[config.mk]
export PLATFORM = sky130hd
export DESIGN_NAME = mul_early_term
export DESIGN_NICKNAME = d
export VERILOG_FILES = /design/src/rtl/mul_pkg.sv /design/src/rtl/mul_cycle_calc.sv /design/src/rtl/mul_datapath.sv /design/src/rtl/mul_seq.sv /design/src/rtl/mul_early_term.sv
export SDC_FILE = /design/constraint.sdc
export NUM_CORES = 2
export LEC_CHECK = 0
export ABC_AREA = 0
export BUFFER_PORTS_ARGS = -buffer_cell sky130_fd_sc_hd__buf_2
export CORE_MARGIN = 2
export CORE_UTILIZATION = 50
export DETAILED_ROUTE_END_ITERATION = 12
export PLACE_DENSITY = 0.67
export SLEW_MARGIN = 5
export SYNTH_ARGS = -nofsm -noshare
export SYNTH_HDL_FRONTEND = slang
export SYNTH_HIERARCHICAL = 1
export SYNTH_SLANG_ARGS = --single-unit
[constraint.sdc]
create_clock -name clk -period 23 [get_ports clk]
set_input_delay 0 -clock clk [delete_from_list [all_inputs] [get_ports clk]]
set_output_delay 0 -clock clk [all_outputs]
set_load 0.1 [all_outputs]
[src/rtl/mul_pkg.sv]
package mul_pkg;

    localparam int BYTE_W = 8;

    typedef struct packed {
        logic is_long;
        logic is_signed;
        logic do_acc;
        logic set_flags;
    } mul_ctl_t;

    // Fixed cycles before data-dependent extras
    function automatic logic [1:0] base_cycles(input logic is_long, input logic do_acc);
        logic [1:0] n;
        n = is_long ? 2'd2 : 2'd0;
        n = n + {1'b0, do_acc};
        return n;
    endfunction

endpackage

[src/rtl/mul_cycle_calc.sv]
module mul_cycle_calc
    import mul_pkg::*;
#(
    parameter int DW = 32,
    parameter int CW = 3
) (
    input  logic [DW-BYTE_W-1:0] mult_hi,
    input  logic                 is_long,
    input  logic                 is_signed,
    input  logic                 do_acc,
    output logic [CW-1:0]        cycles
);
    localparam int NB = DW / BYTE_W;

    logic [NB-1:0] extra;
    assign extra[0] = 1'b0;

    genvar k;
    generate
        for (k = 1; k < NB; k++) begin : g_bnd
            localparam int UW = DW - BYTE_W * k;
            logic [UW-1:0] upper;
            logic          all_zero;
            logic          all_one;
            assign upper    = mult_hi[DW-BYTE_W-1 -: UW];
            assign all_zero = ~|upper;
            assign all_one  = &upper;
            assign extra[k] = is_signed ? ~(all_zero | all_one) : ~all_zero;
        end
    endgenerate

    always_comb begin
        cycles = CW'(base_cycles(is_long, do_acc));
        for (int i = 1; i < NB; i++) begin
            cycles = cycles + CW'(extra[i]);
        end
    end

endmodule

[src/rtl/mul_datapath.sv]
module mul_datapath #(
    parameter int DW = 32
) (
    input  logic [DW-1:0] a,
    input  logic [DW-1:0] b,
    input  logic [DW-1:0] acc_hi,
    input  logic [DW-1:0] acc_lo,
    input  logic          is_long,
    input  logic          is_signed,
    input  logic          do_acc,
    output logic [DW-1:0] out_hi,
    output logic [DW-1:0] out_lo,
    output logic          out_z,
    output logic          out_n
);
    localparam int PW = 2 * DW;

    logic [PW-1:0] a_ext;
    logic [PW-1:0] b_ext;
    logic [PW-1:0] prod;
    logic [PW-1:0] sum_long;
    logic [DW-1:0] sum_short;

    always_comb begin
        a_ext     = is_signed ? {{DW{a[DW-1]}}, a} : {{DW{1'b0}}, a};
        b_ext     = is_signed ? {{DW{b[DW-1]}}, b} : {{DW{1'b0}}, b};
        prod      = a_ext * b_ext;
        sum_long  = prod + (do_acc ? {acc_hi, acc_lo} : {PW{1'b0}});
        sum_short = prod[DW-1:0] + (do_acc ? acc_lo : {DW{1'b0}});
        if (is_long) begin
            out_hi = sum_long[PW-1:DW];
            out_lo = sum_long[DW-1:0];
            out_z  = ~|sum_long;
            out_n  = sum_long[PW-1];
        end else begin
            out_hi = '0;
            out_lo = sum_short;
            out_z  = ~|sum_short;
            out_n  = sum_short[DW-1];
        end
    end

endmodule

[src/rtl/mul_seq.sv]
module mul_seq #(
    parameter int CW = 3
) (
    input  logic          clk,
    input  logic          rst,
    input  logic          start,
    input  logic [CW-1:0] cycles,
    output logic          busy,
    output logic          done,
    output logic          load,
    output logic          finish
);
    logic [CW-1:0] remain;

    assign load   = start & ~busy;
    assign finish = busy & (remain == '0);

    always_ff @(posedge clk) begin
        if (rst) begin
            busy   <= 1'b0;
            done   <= 1'b0;
            remain <= '0;
        end else begin
            done <= finish;
            if (finish) begin
                busy <= 1'b0;
            end else if (busy) begin
                remain <= remain - 1'b1;
            end else if (load) begin
                busy   <= 1'b1;
                remain <= cycles;
            end
        end
    end

endmodule

[src/rtl/mul_early_term.sv]
module mul_early_term
    import mul_pkg::*;
#(
    parameter int DW = 32
) (
    input  logic          clk,
    input  logic          rst,
    input  logic          start,
    input  logic [DW-1:0] op_a,
    input  logic [DW-1:0] op_b,
    input  logic [DW-1:0] acc_hi,
    input  logic [DW-1:0] acc_lo,
    input  logic          is_long,
    input  logic          is_signed,
    input  logic          do_acc,
    input  logic          set_flags,
    output logic          busy,
    output logic          done,
    output logic [DW-1:0] res_hi,
    output logic [DW-1:0] res_lo,
    output logic          flag_z,
    output logic          flag_n
);
    localparam int NB = DW / BYTE_W;
    localparam int CW = $clog2(NB + 3);

    mul_ctl_t      ctl_q;
    logic [DW-1:0] a_q, b_q, hi_q, lo_q;
    logic [CW-1:0] cycles;
    logic          load, finish;
    logic [DW-1:0] dp_hi, dp_lo;
    logic          dp_z, dp_n;

    mul_cycle_calc #(.DW(DW), .CW(CW)) calc_i (
        .mult_hi   (op_b[DW-1:BYTE_W]),
        .is_long   (is_long),
        .is_signed (is_signed),
        .do_acc    (do_acc),
        .cycles    (cycles)
    );

    mul_seq #(.CW(CW)) seq_i (
        .clk    (clk),
        .rst    (rst),
        .start  (start),
        .cycles (cycles),
        .busy   (busy),
        .done   (done),
        .load   (load),
        .finish (finish)
    );

    mul_datapath #(.DW(DW)) dp_i (
        .a         (a_q),
        .b         (b_q),
        .acc_hi    (hi_q),
        .acc_lo    (lo_q),
        .is_long   (ctl_q.is_long),
        .is_signed (ctl_q.is_signed),
        .do_acc    (ctl_q.do_acc),
        .out_hi    (dp_hi),
        .out_lo    (dp_lo),
        .out_z     (dp_z),
        .out_n     (dp_n)
    );

    // Command capture on acceptance
    always_ff @(posedge clk) begin
        if (rst) begin
            ctl_q <= '0;
            a_q   <= '0;
            b_q   <= '0;
            hi_q  <= '0;
            lo_q  <= '0;
        end else if (load) begin
            ctl_q <= '{is_long: is_long, is_signed: is_signed,
                       do_acc: do_acc, set_flags: set_flags};
            a_q   <= op_a;
            b_q   <= op_b;
            hi_q  <= acc_hi;
            lo_q  <= acc_lo;
        end
    end

    // Result and flag registers, written only at completion
    always_ff @(posedge clk) begin
        if (rst) begin
            res_hi <= '0;
            res_lo <= '0;
            flag_z <= 1'b0;
            flag_n <= 1'b0;
        end else if (finish) begin
            res_hi <= dp_hi;
            res_lo <= dp_lo;
            if (ctl_q.set_flags) begin
                flag_z <= dp_z;
                flag_n <= dp_n;
            end
        end
    end

endmodule

* Word-level counts from Yosys, hierarchy flattened
Index checks and enable logic that the tools add are counted.
** Word-level totals
- Word-level logic and storage cells :: 67
- Output and inout bits :: 68
- Register bits :: 203
** Cells by class
- $add $sub $neg :: 7
- Multiply operators :: 1
- Bitwise operators :: 10
- Reductions and logical operators :: 18
- Mux-type cells :: 16
** Operators with widths (number)
- $mux 64 :: 3
- $mux 32 :: 3
- $add 64x64->64 :: 1
- $mul 64x64->64 :: 1
- $reduce_or 64->1 :: 1
- $add 32x32->32 :: 1
- $reduce_or 32->1 :: 1
- $reduce_and 24->1 :: 1
- $reduce_or 24->1 :: 1
- $reduce_and 16->1 :: 1
- $reduce_or 16->1 :: 1
- $reduce_and 8->1 :: 1
- $reduce_or 8->1 :: 1
- $mux 1 :: 7
- $add 3x1->3 :: 2
- $mux 3 :: 2
- $logic_not 1->1 :: 5
- $not 1->1 :: 5
- $reduce_and 2->1 :: 2
- $add 2x1->3 :: 1
- $logic_not 3->1 :: 1
- $or 1x1->1 :: 3
- $sub 3x1->3 const B :: 1
- $add 2x1->2 :: 1
- 4 further kinds :: 5

* Logic depth before layout (Yosys ltp)
- Depth after elaboration :: 10
- Gate-level depth with buffers :: 55

* By module
Netlist, hierarchy kept.
** By module, submodules not included
- mul_datapath :: times used 1, sequential area each 0.0 µm², cells each 5795, area each 52509.1 µm²
- mul_early_term :: times used 1, sequential area each 3963.8 µm², cells each 641, area each 7051.8 µm²
- mul_seq :: times used 1, sequential area each 100.1 µm², cells each 29, area each 256.5 µm²
- mul_cycle_calc :: times used 1, sequential area each 0.0 µm², cells each 27, area each 195.2 µm²

* Worst setup path before layout
OpenSTA, ideal clock, no wires.
- Path type :: reg2reg
- Start :: register b_q[1]
- End :: register flag_z
- Clock period less this slack :: 12.226 ns
- Library setup time :: 0.070 ns
- Arrival :: 12.157 ns
- Cell stages (with the launch flop) :: 49
- Setup slack :: 10.774 ns
- Path through :: dfxtp_1 clkbuf_1 nand2_1 fa_1 fa_1 inv_1 fa_1 fa_1 fa_1 inv_1 fa_1 inv_1 ha_1 ha_1 fa_1 inv_1 fa_1 inv_1 [13 not listed] xnor2_1 ha_1 nand2_1 nor2_1 nand3_1 nor4_1 o21ai_0 nand3_1 xor2_1 or4b_1 or4_1 nor4_1 nand4b_1 or4_1 nor4_2 o22a_1 nand3_1 a21oi_1
** On the way
- Cells in the longest elaborated chain, start to end :: 6
** RTL lines
- start: declaration :: RTL line mul_early_term.sv:28 : logic [DW-1:0] a_q, b_q, hi_q, lo_q;
- start signal: assignment :: RTL line mul_early_term.sv:79 : b_q <= op_b;
- $mux 64 * :: RTL line mul_datapath.sv:26 : b_ext = is_signed ? {{DW{b[DW-1]}}, b} : {{DW{1'b0}}, b};
- $mul 64x64->64 * :: RTL line mul_datapath.sv:27 : prod = a_ext * b_ext;
- $add 64x64->64 / $add 32x32->32 (equally long branches) :: RTL line mul_datapath.sv:28, mul_datapath.sv:29
- $reduce_or 64->1 / $reduce_or 32->1 (equally long branches) :: RTL line mul_datapath.sv:33, mul_datapath.sv:38
- $logic_not 1->1 (on tied branches) :: RTL line mul_datapath.sv:33, mul_datapath.sv:38
- $mux 1 * :: RTL line mul_datapath.sv:30 : if (is_long) begin
- named net dp_z :: RTL line mul_early_term.sv:32 : logic dp_z, dp_n;
- end signal: assignment :: RTL line mul_early_term.sv:96 : flag_z <= dp_z;
- end: declaration :: RTL line mul_early_term.sv:21 : output logic flag_z,
Mark *: on every way through the listed nets, which the timed path passes. The rest lies on a longest branch.
A chain may end at the register's enable or synchronous reset.

* Worst setup path in the final report
- Start :: register a_q[13]
- End :: register flag_z
** On the way
- Cells in the longest elaborated chain, start to end :: 6
** RTL lines
- start: declaration :: RTL line mul_early_term.sv:28
- start signal: assignment :: RTL line mul_early_term.sv:78 : a_q <= op_a;
- $mux 64 * :: RTL line mul_datapath.sv:25 : a_ext = is_signed ? {{DW{a[DW-1]}}, a} : {{DW{1'b0}}, a};
- $mul 64x64->64 * :: RTL line mul_datapath.sv:27
- $add 64x64->64 / $add 32x32->32 (equally long branches) :: RTL line mul_datapath.sv:28, mul_datapath.sv:29
- $reduce_or 64->1 / $reduce_or 32->1 (equally long branches) :: RTL line mul_datapath.sv:33, mul_datapath.sv:38
- $logic_not 1->1 (on tied branches) :: RTL line mul_datapath.sv:33, mul_datapath.sv:38
- $mux 1 * :: RTL line mul_datapath.sv:30
- named net dp_z :: RTL line mul_early_term.sv:32
Marks and branches as above.

==> summary.md <==
| Metric | Value |
|---|---|
| Gate power share | `64.7%` |
| Crit Path Category | `flip-flop to flip-flop` |
| DRT iter0 DRCs | `3619` |
| Hold Vio Cnt, Final | `0` |
| Seq/Total Area, Yosys | `6.772%` |
| Register Area | `4079 um^2` |
| Initial core utilization | `50.22%` |
| Period minus WS final | `13.91 ns` |
| Post-CTS Setup Bufs | `0` |
| Final period utilization | `60.48%` |
| Internal | `0.001194 W` |
| Yosys warns | `6` |
| Fmax | `71.88 MHz` |
| Worst slew margin | `12.07%` |
| Reg power frac | `16.2%` |
| Clock power share | `19.1%` |
| Ranking of synthesized cells by area | `fa_1, inv_1, ha_1` |
| Largest net degree at the start of global routing | `116` |
| DR WL/cell | `21.92 um` |
| Syn_area_per_cell | `9.244 um^2` |
| Finished Core Util | `54.33%` |
| Routed wire length | `182000 um` |
| Core Box Area | `119500 um^2` |
| Worst Tran Pin Value | `1.319 ns` |
| Area growth, synth to finish | `8.185%` |
| Root Buffer | `clkbuf_16` |
| Final setup fails | `0` |
| Die span in y | `350.4 um` |
| Drt pass-1 iters | `5` |
| Synth area leader | `fa_1` |
| ANT nets after route | `0` |
| Commonest non-fill, non-tap cell in the layout | `inv_1` |
| Area share of the largest cell type after synthesis | `47.90%` |
| Initial antenna violation count | `6` |
| Post-synth EDFFs | `0` |
| Final clock skew | `0.04662 ns` |
| Power Density | `38.28 nW/um^2` |
| Final estimated routing congestion in global placement | `0.9759` |
| Clock sink count | `203` |
| Aggregate negative setup slack | `0 ns` |
| Post-cts sizing count | `0` |
| Global-route wire length before repair | `287300 um` |
| Post-synthesis instance area | `60010 um^2` |
| Max-Cap Viols | `0` |
| Vias per inst | `5.380` |
| CP arrival | `14.43 ns` |
| Syn_nets | `8428` |
| DRC viols | `0` |
| Post-synth top flop | `dfxtp_1` |
| GRT Total Usage | `30.79%` |
| Reg-to-reg slack, setup | `9.09 ns` |
| Synthesized instance count | `6492` |
| CP most frequent cell | `fa_1` |
| Area occupied by multi-input gates | `48570 um^2` |
| Most frequent cells in the layout | `inv_1, fa_1, and2_1` |
| Vias in the first global route | `48730` |
| Largest stage delay on the critical path | `0.94 ns` |
| IO buf count | `202` |
| # fillers | `10830` |
| Crit end category | `flip-flop` |
| Placed Area | `62140 um^2` |
| Synth Register Bits | `203` |
| Max Root-Sink Buffers | `3` |
| Slowest-stage cell, CP | `dfxtp_2` |
| Worst hold path class | `primary input to flip-flop` |
| Tot Pwr | `0.002485 W` |
| Leakage | `33.69 nW` |
| Share of cells above drive strength 1 | `5.483%` |
| TritonCTS clock tree | `yes` |
| Sw Pwr | `0.001291 W` |
| RSZ-0062 raised after global routing | `no` |
| IO Pins | `203` |
| Die Footprint | `122800 um^2` |
| Post-synth ARST share | `0%` |
| Hold buffers post-CTS | `186` |
| FP Rows | `127` |
| Layout Nets | `8609` |
| Hpwl dp | `146800 um` |
| CP max FO | `34` |
| Num CTS Buffers | `27` |
| Grt ovf | `0` |
| Final Slew Violations | `0` |
| Die Width | `350.4 um` |
| Outcome | `completed` |
| Ant diodes | `0` |
| Synth cell types | `89` |
| CTS clock-pin slew for the worst setup and hold paths | `0.08 ns` |
| Worst Path Required | `23.52 ns` |
| Finished Cell Area | `64920 um^2` |
| Critical Path Start Type | `flip-flop` |
| CTS H-tree depth | `1` |
| VDD IR max | `0.09339 mV` |
| Clock Latency Late Sink | `0.64 ns` |
| Via count | `44680` |
| Switching share of total power | `51.94%` |
## through the flow
step	hold slack, ns	setup WS [ns]	cells
2_1_floorplan	0.06907	10.77	6492
6_report	0.1523	9.089	8305
3_3_place_gp	0.2335	9.463	8070
3_5_place_dp	0.2411	9.224	8070
5_1_grt	0.1836	8.208	8305
4_1_cts	0.1377	9.137	8305
## power by group through the flow
stage	Clock, W	Sequential, W	Combinational (W)
2_1_floorplan	0	0.000446	0.00105
3_3_place_gp	0	0.000409	0.00153
3_5_place_dp	0	0.000410	0.00153
4_1_cts	0.000483	0.000402	0.00158
5_1_grt	0.000491	0.000406	0.00176
6_report	0.000474	0.000404	0.00161
## layout make-up
| class | count | share of cell area [%] |
|---|---|---|
| clock buffer | 35 | 1.179 |
| clock inverter | 14 | 0.2467 |
| inverter | 1575 | 9.106 |
| multi-input combinational | 4406 | 74.81 |
| sequential | 203 | 6.283 |
| tap | 1612 | 3.107 |
| timing repair buffer | 460 | 5.267 |
## per-layer routing
metal | up-vias | share of wire [%] | global-route usage [%]
met5 | - | 0.038 | 0.2355
met4 | 8 | 3.3 | 8.838
met3 | 347 | 9.6 | 7.083
met2 | 1938 | 46 | 49.03
met1 | 22900 | 41 | 42.15
li1 | 19480 | - | -
## path summary, 6_finish.rpt
kind,startpoint,to,cells past startpoint
worst min register to register,seq_i/remain[1],seq_i/remain[1],2
worst max register to register,a_q[13],flag_z,47
worst min-delay path,op_a[4],a_q[4],4
worst max-delay path,a_q[13],flag_z,47
## cells by family (layout without fill, tap and decap cells)
family          after synthesis  in the layout  synth area share, %
flops                       203            203                6.772
mux                         198            198                3.305
fa+ha+maj                  1802           1802                55.53
xor+xnor                    167            167                2.437
compound gates              467            467                5.012
simple gates               1772           1772                14.64
buf+inv                    1883           2084                12.30
## cells in the mapped netlist, drive strengths merged (5+ instances only)
cell and number:
a211oi 13, nor3 14, and2 638, or3 8, a21boi 7, xnor2 127, o31a 6, fa 1436
nor2b 15, and3 40, inv 1574, buf 53, a31oi 16, o21bai 20, or2 6, mux2i 197
a221oi 6, o31ai 10, nand2 634, o21ai 84, nor4 16, xor2 40, nor2 295, nand2b 11
a21oi 152, nand3 33, dfxtp 203, ha 365, o21a 15, a2111oi 5, o2111ai 6, nand4 36
o211ai 16, o22ai 7, clkbuf 253, or4 7, a21o 70
## state kept, by name (all words and copies together), names as in the netlist, 3 cells and up
register and cells:
res_lo 32, res_hi 32, ctl_q 4, a_q 32, lo_q 32, b_q 32, seq_i/remain 3, hi_q 32
## worst max-delay path: cells and delay by family, from the launching register on
family                   cells  cell delay [ns]
XOR/XNOR                     2             0.20
AND/OR/NAND/NOR             15             3.89
flip-flops                   1             0.94
buffers and inverters        5             0.23
AO/OA/AOI/OAI               13             3.20
adder cells (fa/ha/maj)     12             5.33
Power figures use the tool's default switching activity.
